===== src/rtl/spicfg_pkg.sv =====
package spicfg_pkg;

  localparam int ADDR_W   = 8;
  localparam int DATA_W   = 16;
  localparam int WORD_W   = ADDR_W + DATA_W;
  localparam int STROBE_W = 8;
  localparam int STAT_W   = 8;

  typedef enum logic [1:0] {
    SQ_IDLE,
    SQ_SHIFT,
    SQ_TAIL,
    SQ_GAP
  } seq_state_e;

  // Boot word for table slot idx: register address, then data high, then data low.
  function automatic logic [WORD_W-1:0] boot_word(input int unsigned idx);
    logic [7:0] reg_addr;
    logic [7:0] val_hi;
    logic [7:0] val_lo;
    reg_addr = 8'(32'h10 + idx);
    val_hi   = 8'hC0 | 8'(idx);
    val_lo   = 8'h3C ^ (8'h01 << (idx % 8));
    return {reg_addr, val_hi, val_lo};
  endfunction

endpackage


===== src/rtl/spicfg_rom.sv =====
module spicfg_rom
  import spicfg_pkg::*;
#(
  parameter int DEPTH = 8,
  localparam int IDX_W = (DEPTH > 1) ? $clog2(DEPTH) : 1
) (
  input  logic [IDX_W-1:0]  sel,
  output logic [WORD_W-1:0] word
);

  logic [WORD_W-1:0] slot_w [DEPTH];

  for (genvar g = 0; g < DEPTH; g++) begin : g_slot
    assign slot_w[g] = boot_word(g);
  end

  assign word = slot_w[sel];

endmodule


===== src/rtl/spicfg_sclk_gen.sv =====
module spicfg_sclk_gen #(
  parameter int DIV = 5,
  localparam int HI_CYC = DIV / 2,
  localparam int LO_CYC = DIV - HI_CYC,
  localparam int PH_W   = $clog2(DIV)
) (
  input  logic clk,
  input  logic rst_n,
  input  logic run,
  output logic sclk,
  output logic rise,
  output logic fall
);

  logic [PH_W-1:0] phase_q;

  assign rise = run && (phase_q == PH_W'(LO_CYC - 1));
  assign fall = run && (phase_q == PH_W'(DIV - 1));

  always_ff @(posedge clk or negedge rst_n) begin
    if (!rst_n) begin
      phase_q <= '0;
      sclk    <= 1'b0;
    end else if (!run) begin
      phase_q <= '0;
      sclk    <= 1'b0;
    end else begin
      phase_q <= fall ? '0 : phase_q + PH_W'(1);
      if (rise)      sclk <= 1'b1;
      else if (fall) sclk <= 1'b0;
    end
  end

endmodule


===== src/rtl/spicfg_shifter.sv =====
module spicfg_shifter
  import spicfg_pkg::*;
#(
  parameter int MAX_BITS = WORD_W,
  parameter int RX_W     = STAT_W,
  localparam int LEN_W   = $clog2(MAX_BITS + 1),
  localparam int RXC_W   = $clog2(RX_W + 1)
) (
  input  logic                clk,
  input  logic                rst_n,
  input  logic                load,
  input  logic [MAX_BITS-1:0] load_data,
  input  logic [LEN_W-1:0]    load_len,
  input  logic                rise,
  input  logic                fall,
  input  logic                miso,
  output logic                mosi,
  output logic                last,
  output logic [RX_W-1:0]     status,
  output logic                status_valid
);

  logic [MAX_BITS-1:0] tx_q;
  logic [LEN_W-1:0]    sent_q;
  logic [LEN_W-1:0]    len_q;
  logic [RX_W-1:0]     rx_q;
  logic [RXC_W-1:0]    got_q;

  assign mosi = tx_q[MAX_BITS-1];
  assign last = fall && (sent_q == len_q - LEN_W'(1));

  always_ff @(posedge clk or negedge rst_n) begin
    if (!rst_n) begin
      tx_q   <= '0;
      sent_q <= '0;
      len_q  <= '0;
    end else if (load) begin
      tx_q   <= load_data;
      sent_q <= '0;
      len_q  <= load_len;
    end else if (fall) begin
      tx_q   <= {tx_q[MAX_BITS-2:0], 1'b0};
      sent_q <= sent_q + LEN_W'(1);
    end
  end

  always_ff @(posedge clk or negedge rst_n) begin
    if (!rst_n) begin
      rx_q         <= '0;
      got_q        <= '0;
      status       <= '0;
      status_valid <= 1'b0;
    end else begin
      status_valid <= 1'b0;
      if (load) begin
        got_q <= '0;
      end else if (rise && (got_q < RXC_W'(RX_W))) begin
        rx_q  <= {rx_q[RX_W-2:0], miso};
        got_q <= got_q + RXC_W'(1);
        if (got_q == RXC_W'(RX_W - 1)) begin
          status       <= {rx_q[RX_W-2:0], miso};
          status_valid <= 1'b1;
        end
      end
    end
  end

endmodule


===== src/rtl/spicfg_seq.sv =====
module spicfg_seq
  import spicfg_pkg::*;
#(
  parameter int CLK_DIV   = 5,
  parameter int ROM_DEPTH = 8
) (
  input  logic              clk,
  input  logic              rst_n,
  input  logic              begin_config,
  output logic              done_config,
  input  logic              cmd_valid,
  output logic              cmd_ready,
  input  logic [STROBE_W-1:0] cmd_data,
  output logic [STAT_W-1:0] status_byte,
  output logic              status_valid,
  output logic              spi_csn,
  output logic              spi_sclk,
  output logic              spi_mosi,
  input  logic              spi_miso
);

  localparam int SCLK_HI = CLK_DIV / 2;
  localparam int SCLK_LO = CLK_DIV - SCLK_HI;
  localparam int IDX_W   = (ROM_DEPTH > 1) ? $clog2(ROM_DEPTH) : 1;
  localparam int CNT_W   = $clog2(CLK_DIV);
  localparam int LEN_W   = $clog2(WORD_W + 1);

  seq_state_e        state_q;
  logic [CNT_W-1:0]  wait_q;
  logic [IDX_W-1:0]  idx_q;
  logic              cfg_q;
  logic              done_q;
  logic              csn_q;

  logic              run, rise, fall, last;
  logic              start_cfg, take_cmd, more, tail_end, gap_end, load;
  logic [IDX_W-1:0]  rom_sel;
  logic [WORD_W-1:0] rom_word, load_data;
  logic [LEN_W-1:0]  load_len;

  assign run       = (state_q == SQ_SHIFT);
  assign start_cfg = (state_q == SQ_IDLE) && begin_config;
  assign cmd_ready = (state_q == SQ_IDLE) && !begin_config;
  assign take_cmd  = cmd_valid && cmd_ready;
  assign more      = cfg_q && (idx_q != IDX_W'(ROM_DEPTH - 1));
  assign tail_end  = (state_q == SQ_TAIL) && (wait_q == CNT_W'(SCLK_LO - 1));
  assign gap_end   = (state_q == SQ_GAP)  && (wait_q == CNT_W'(CLK_DIV - 1));
  assign load      = start_cfg || take_cmd || (gap_end && more);
  assign rom_sel   = start_cfg ? '0 : idx_q + IDX_W'(1);
  assign load_data = take_cmd ? {cmd_data, {DATA_W{1'b0}}} : rom_word;
  assign load_len  = take_cmd ? LEN_W'(STROBE_W) : LEN_W'(WORD_W);

  assign done_config = done_q;
  assign spi_csn     = csn_q;

  spicfg_rom #(.DEPTH(ROM_DEPTH)) u_rom (
    .sel  (rom_sel),
    .word (rom_word)
  );

  spicfg_sclk_gen #(.DIV(CLK_DIV)) u_sclk (
    .clk   (clk),
    .rst_n (rst_n),
    .run   (run),
    .sclk  (spi_sclk),
    .rise  (rise),
    .fall  (fall)
  );

  spicfg_shifter #(.MAX_BITS(WORD_W), .RX_W(STAT_W)) u_shift (
    .clk          (clk),
    .rst_n        (rst_n),
    .load         (load),
    .load_data    (load_data),
    .load_len     (load_len),
    .rise         (rise),
    .fall         (fall),
    .miso         (spi_miso),
    .mosi         (spi_mosi),
    .last         (last),
    .status       (status_byte),
    .status_valid (status_valid)
  );

  always_ff @(posedge clk or negedge rst_n) begin
    if (!rst_n) begin
      state_q <= SQ_IDLE;
      wait_q  <= '0;
      idx_q   <= '0;
      cfg_q   <= 1'b0;
      done_q  <= 1'b0;
      csn_q   <= 1'b1;
    end else begin
      unique case (state_q)
        SQ_IDLE: begin
          if (start_cfg) begin
            state_q <= SQ_SHIFT;
            csn_q   <= 1'b0;
            idx_q   <= '0;
            cfg_q   <= 1'b1;
            done_q  <= 1'b0;
          end else if (take_cmd) begin
            state_q <= SQ_SHIFT;
            csn_q   <= 1'b0;
            cfg_q   <= 1'b0;
          end
        end
        SQ_SHIFT: begin
          if (last) begin
            state_q <= SQ_TAIL;
            wait_q  <= '0;
          end
        end
        SQ_TAIL: begin
          if (tail_end) begin
            state_q <= SQ_GAP;
            csn_q   <= 1'b1;
            wait_q  <= '0;
          end else begin
            wait_q <= wait_q + CNT_W'(1);
          end
        end
        SQ_GAP: begin
          if (gap_end) begin
            wait_q <= '0;
            if (more) begin
              state_q <= SQ_SHIFT;
              csn_q   <= 1'b0;
              idx_q   <= idx_q + IDX_W'(1);
            end else begin
              state_q <= SQ_IDLE;
              if (cfg_q) done_q <= 1'b1;
            end
          end else begin
            wait_q <= wait_q + CNT_W'(1);
          end
        end
        default: state_q <= SQ_IDLE;
      endcase
    end
  end

endmodule


===== config.mk =====
export PLATFORM = sky130hd
export DESIGN_NAME = spicfg_seq
export DESIGN_NICKNAME = d
export VERILOG_FILES = /design/src/rtl/spicfg_pkg.sv /design/src/rtl/spicfg_rom.sv /design/src/rtl/spicfg_sclk_gen.sv /design/src/rtl/spicfg_shifter.sv /design/src/rtl/spicfg_seq.sv
export SDC_FILE = /design/constraint.sdc
export NUM_CORES = 1
export LEC_CHECK = 0
export ABC_AREA = 1
export BUFFER_PORTS_ARGS = -buffer_cell sky130_fd_sc_hd__buf_4
export CAP_MARGIN = 30
export CORE_MARGIN = 4
export CORE_UTILIZATION = 35
export DETAILED_ROUTE_END_ITERATION = 16
export PLACE_DENSITY_LB_ADDON = 0.08
export SETUP_SLACK_MARGIN = 0.5
export SYNTH_ARGS = -nofsm -noshare
export SYNTH_HDL_FRONTEND = slang
export SYNTH_SLANG_ARGS = --single-unit

===== constraint.sdc =====
create_clock -name clk -period 5.42 [get_ports clk]
set_input_delay 0.542 -clock clk [delete_from_list [all_inputs] [get_ports clk]]
set_output_delay 0.542 -clock clk [all_outputs]
set_load 0.1 [all_outputs]

==> results.ini <==
[setup_path]
cp_max_fo=21
cp-end-kind=register
cp_slowest_cell=nor2_4
critPathMaxStageDelay_ns=0.48
crit_path_cell_trace=inv_1, ha_1, nand2_1, nand2_2, nor2_4, nand2_1, o21ai_0
cp_data_required_time_ns=5.67
path_common_cell=nand2_1
crit_family=simple AND/OR/NAND/NOR gates
crit_path_start_kind=register
reg2regPathDepth=7
path_class=register to register
critPathArrivalTime_ns=2.66
worst-path-buf-inv=1
path_depth=7

[clock_tree]
cts_sinks=66
postCtsHoldBufs=0
cts_setup_buffers=0
clk-insertion-delay-late_ns=0.34
path_clk_slew_ns=0.07
clockBufferDepth=2
tritoncts=yes
cts_resized=0
cts_root_buffer=clkbuf_8
cts_buffers=9
cts_max_level=3

[timing]
min_period_ns=2.41
setup_viol=0
finalMaxSlewViolations=0
timing_hold_violations_final=0
fmax_ghz=0.415
rsz0062_at_grt=no
finalCritPeriodShare_pct=44.4
worst_pin_slew_ns=0.854
setup_tns_ns=0
maxSlewHeadroom_pct=43.1
setup_ws_ns=3.01
skew_ns=0.0105

[synth]
synth_top_area_share_pct=48.8
synthCells=402
yosysWarningCount=0
ys_types=34
netlist_area_sq_um=3340
ys_seq_area_share_pct=49.5
yosys.area.top_type=dfrtp_1
ys_ff_latch=66
synth_fp_nets=430
synthTopCellsByArea=dfrtp_1, nand2_1, ha_1, o21ai_0, inv_1
synth.avg_cell_area_sq_um=8.30

[place]
hpwl_mm=4.79
portBuffers=26
gp_congestion=0.771
pre_cts_slack_ns=2.96

[routing]
drt-initial-drc-count=137
ant_nets=0
avgRoutedWirePerCell_um=12.4
vias_per_cell=4.62
first_pass_iters=4
wirelength_mm=7.00
drc=0
vias=2611

[layout]
nNetsFinal=459
num_antenna_cells=0
ff_latch_area_sq_um=1650
layout_commonest_cell=nand2_1
final_cell_mix=nand2_1, dfrtp_1, inv_1, o21ai_0, nor2_1
area_growth_pct=15.6
fill_cells=964
multi_input_area_sq_um=1440
drive_above_1_share_pct=13.8

[floorplanning]
core-area_sq_um=9240
rows=35
io_pins=27
die_width_um=106
die_area_sq_um=11200
fp.dieH_um=106
floorplan.initialDensity_pct=36.1

[pwr]
power.leakage_nw=1.89
p_total_mw=1.94
pwr_density_cell_nw_per_um2=503
peakVddDrop_mv=0.165

[min_path]
min_path_type=input pin to async pin

[global_routing]
track_usage_pct=13.6
grt.overflow.total=0
grt_pass1_vias=2610
antenna_found_initial=0
grt_pass1_wl_mm=12.3
grt_max_degree=67

[job]
maxCapViolations=0

[status]
outcome=finished clean

## power by group
| part | total (mW) | internal, mW | switching (mW) |
|---|---|---|---|
| clock | 0.470 | 0.272 | 0.197 |
| combinational | 0.764 | 0.225 | 0.539 |
| sequential | 0.706 | 0.620 | 0.0860 |
## metal layers
metal,global-route usage [%],wire [um],vias up
met5,0,0,-
met4,5.27,75,0
met3,2.57,223,8
met2,20.8,3070,39
met1,19.0,3630,1223
li1,-,-,1341
## cell type report
| class | instances | area share [%] |
|---|---|---|
| clock buffers | 10 | 3.57 |
| repair buffers | 26 | 5.06 |
| inverters | 48 | 4.74 |
| clock inverters | 6 | 2.30 |
| well taps | 129 | 4.19 |
| flip-flops and latches | 66 | 42.9 |
| multi-input cells | 280 | 37.3 |
## sequential cells by signal, indices dropped and copies added (netlist names)
| name | flops |
|---|---|
| idx_q | 3 |
| u_shift.len_q | 2 |
| u_shift.status | 8 |
| wait_q | 3 |
| u_shift.status_valid | 1 |
| u_shift.got_q | 4 |
| u_sclk.phase_q | 3 |
| u_sclk.sclk | 1 |
| u_shift.sent_q | 5 |
| u_shift.tx_q | 24 |
| state_q | 2 |
| spi_csn | 1 |
| cfg_q | 1 |
| u_shift.rx_q | 7 |
| done_config | 1 |
## synth_stat cells
master / count
a21oi_1: 8
a21oi_2: 1
a31oi_1: 1
buf_2: 2
buf_4: 2
buf_6: 3
clkbuf_1: 1
dfrtp_1: 65
dfstp_2: 1
ha_1: 15
inv_1: 46
inv_2: 1
inv_4: 1
nand2_1: 118
nand2_2: 4
nand2_8: 1
nand3_1: 26
nand3_2: 2
nand3_4: 1
nand3b_1: 2
nand4_1: 3
nor2_1: 33
nor2_2: 2
nor2_4: 2
nor3_1: 5
nor3_2: 1
nor3b_1: 2
o211ai_1: 1
o21ai_0: 37
o21ai_1: 8
o21ai_4: 1
o22ai_1: 2
xnor2_1: 2
xor2_1: 2
## logic make-up (layout without fill, tap and decap cells)
group           count (synthesis)  in the layout  share of synthesized area, %
simple gates                  202            202                          26.9
flops                          66             66                          49.6
fa+ha+maj                      15             15                          5.63
buf+inv                        56             90                          7.35
compound gates                 59             59                          9.49
xor+xnor                        4              4                          1.05
## stage by stage
step	hold WS, ns	instance area [sq um]	cells	utilization, %
after detailed placement	0.456	3630	549	39.3
after floorplan	0.246	3340	402	-
after global placement	0.451	3630	549	39.3
after global routing	0.398	3860	565	41.7
after CTS	0.344	3860	565	41.7
final	0.305	3860	565	41.7
## worst paths after layout
path,endpoint,slack [ns],startpoint
min,cfg_q,0.31,rst_n
max reg2reg,u_shift.rx_q[3],3.01,state_q[0]
max,u_shift.rx_q[3],3.01,state_q[0]
max in group asynchronous,u_sclk.phase_q[1],4.55,rst_n
min in group clk,u_shift.tx_q[20],0.46,cmd_data[4]
min reg2reg,u_sclk.phase_q[0],0.46,u_sclk.phase_q[0]
Power figures use the tool's default switching activity.
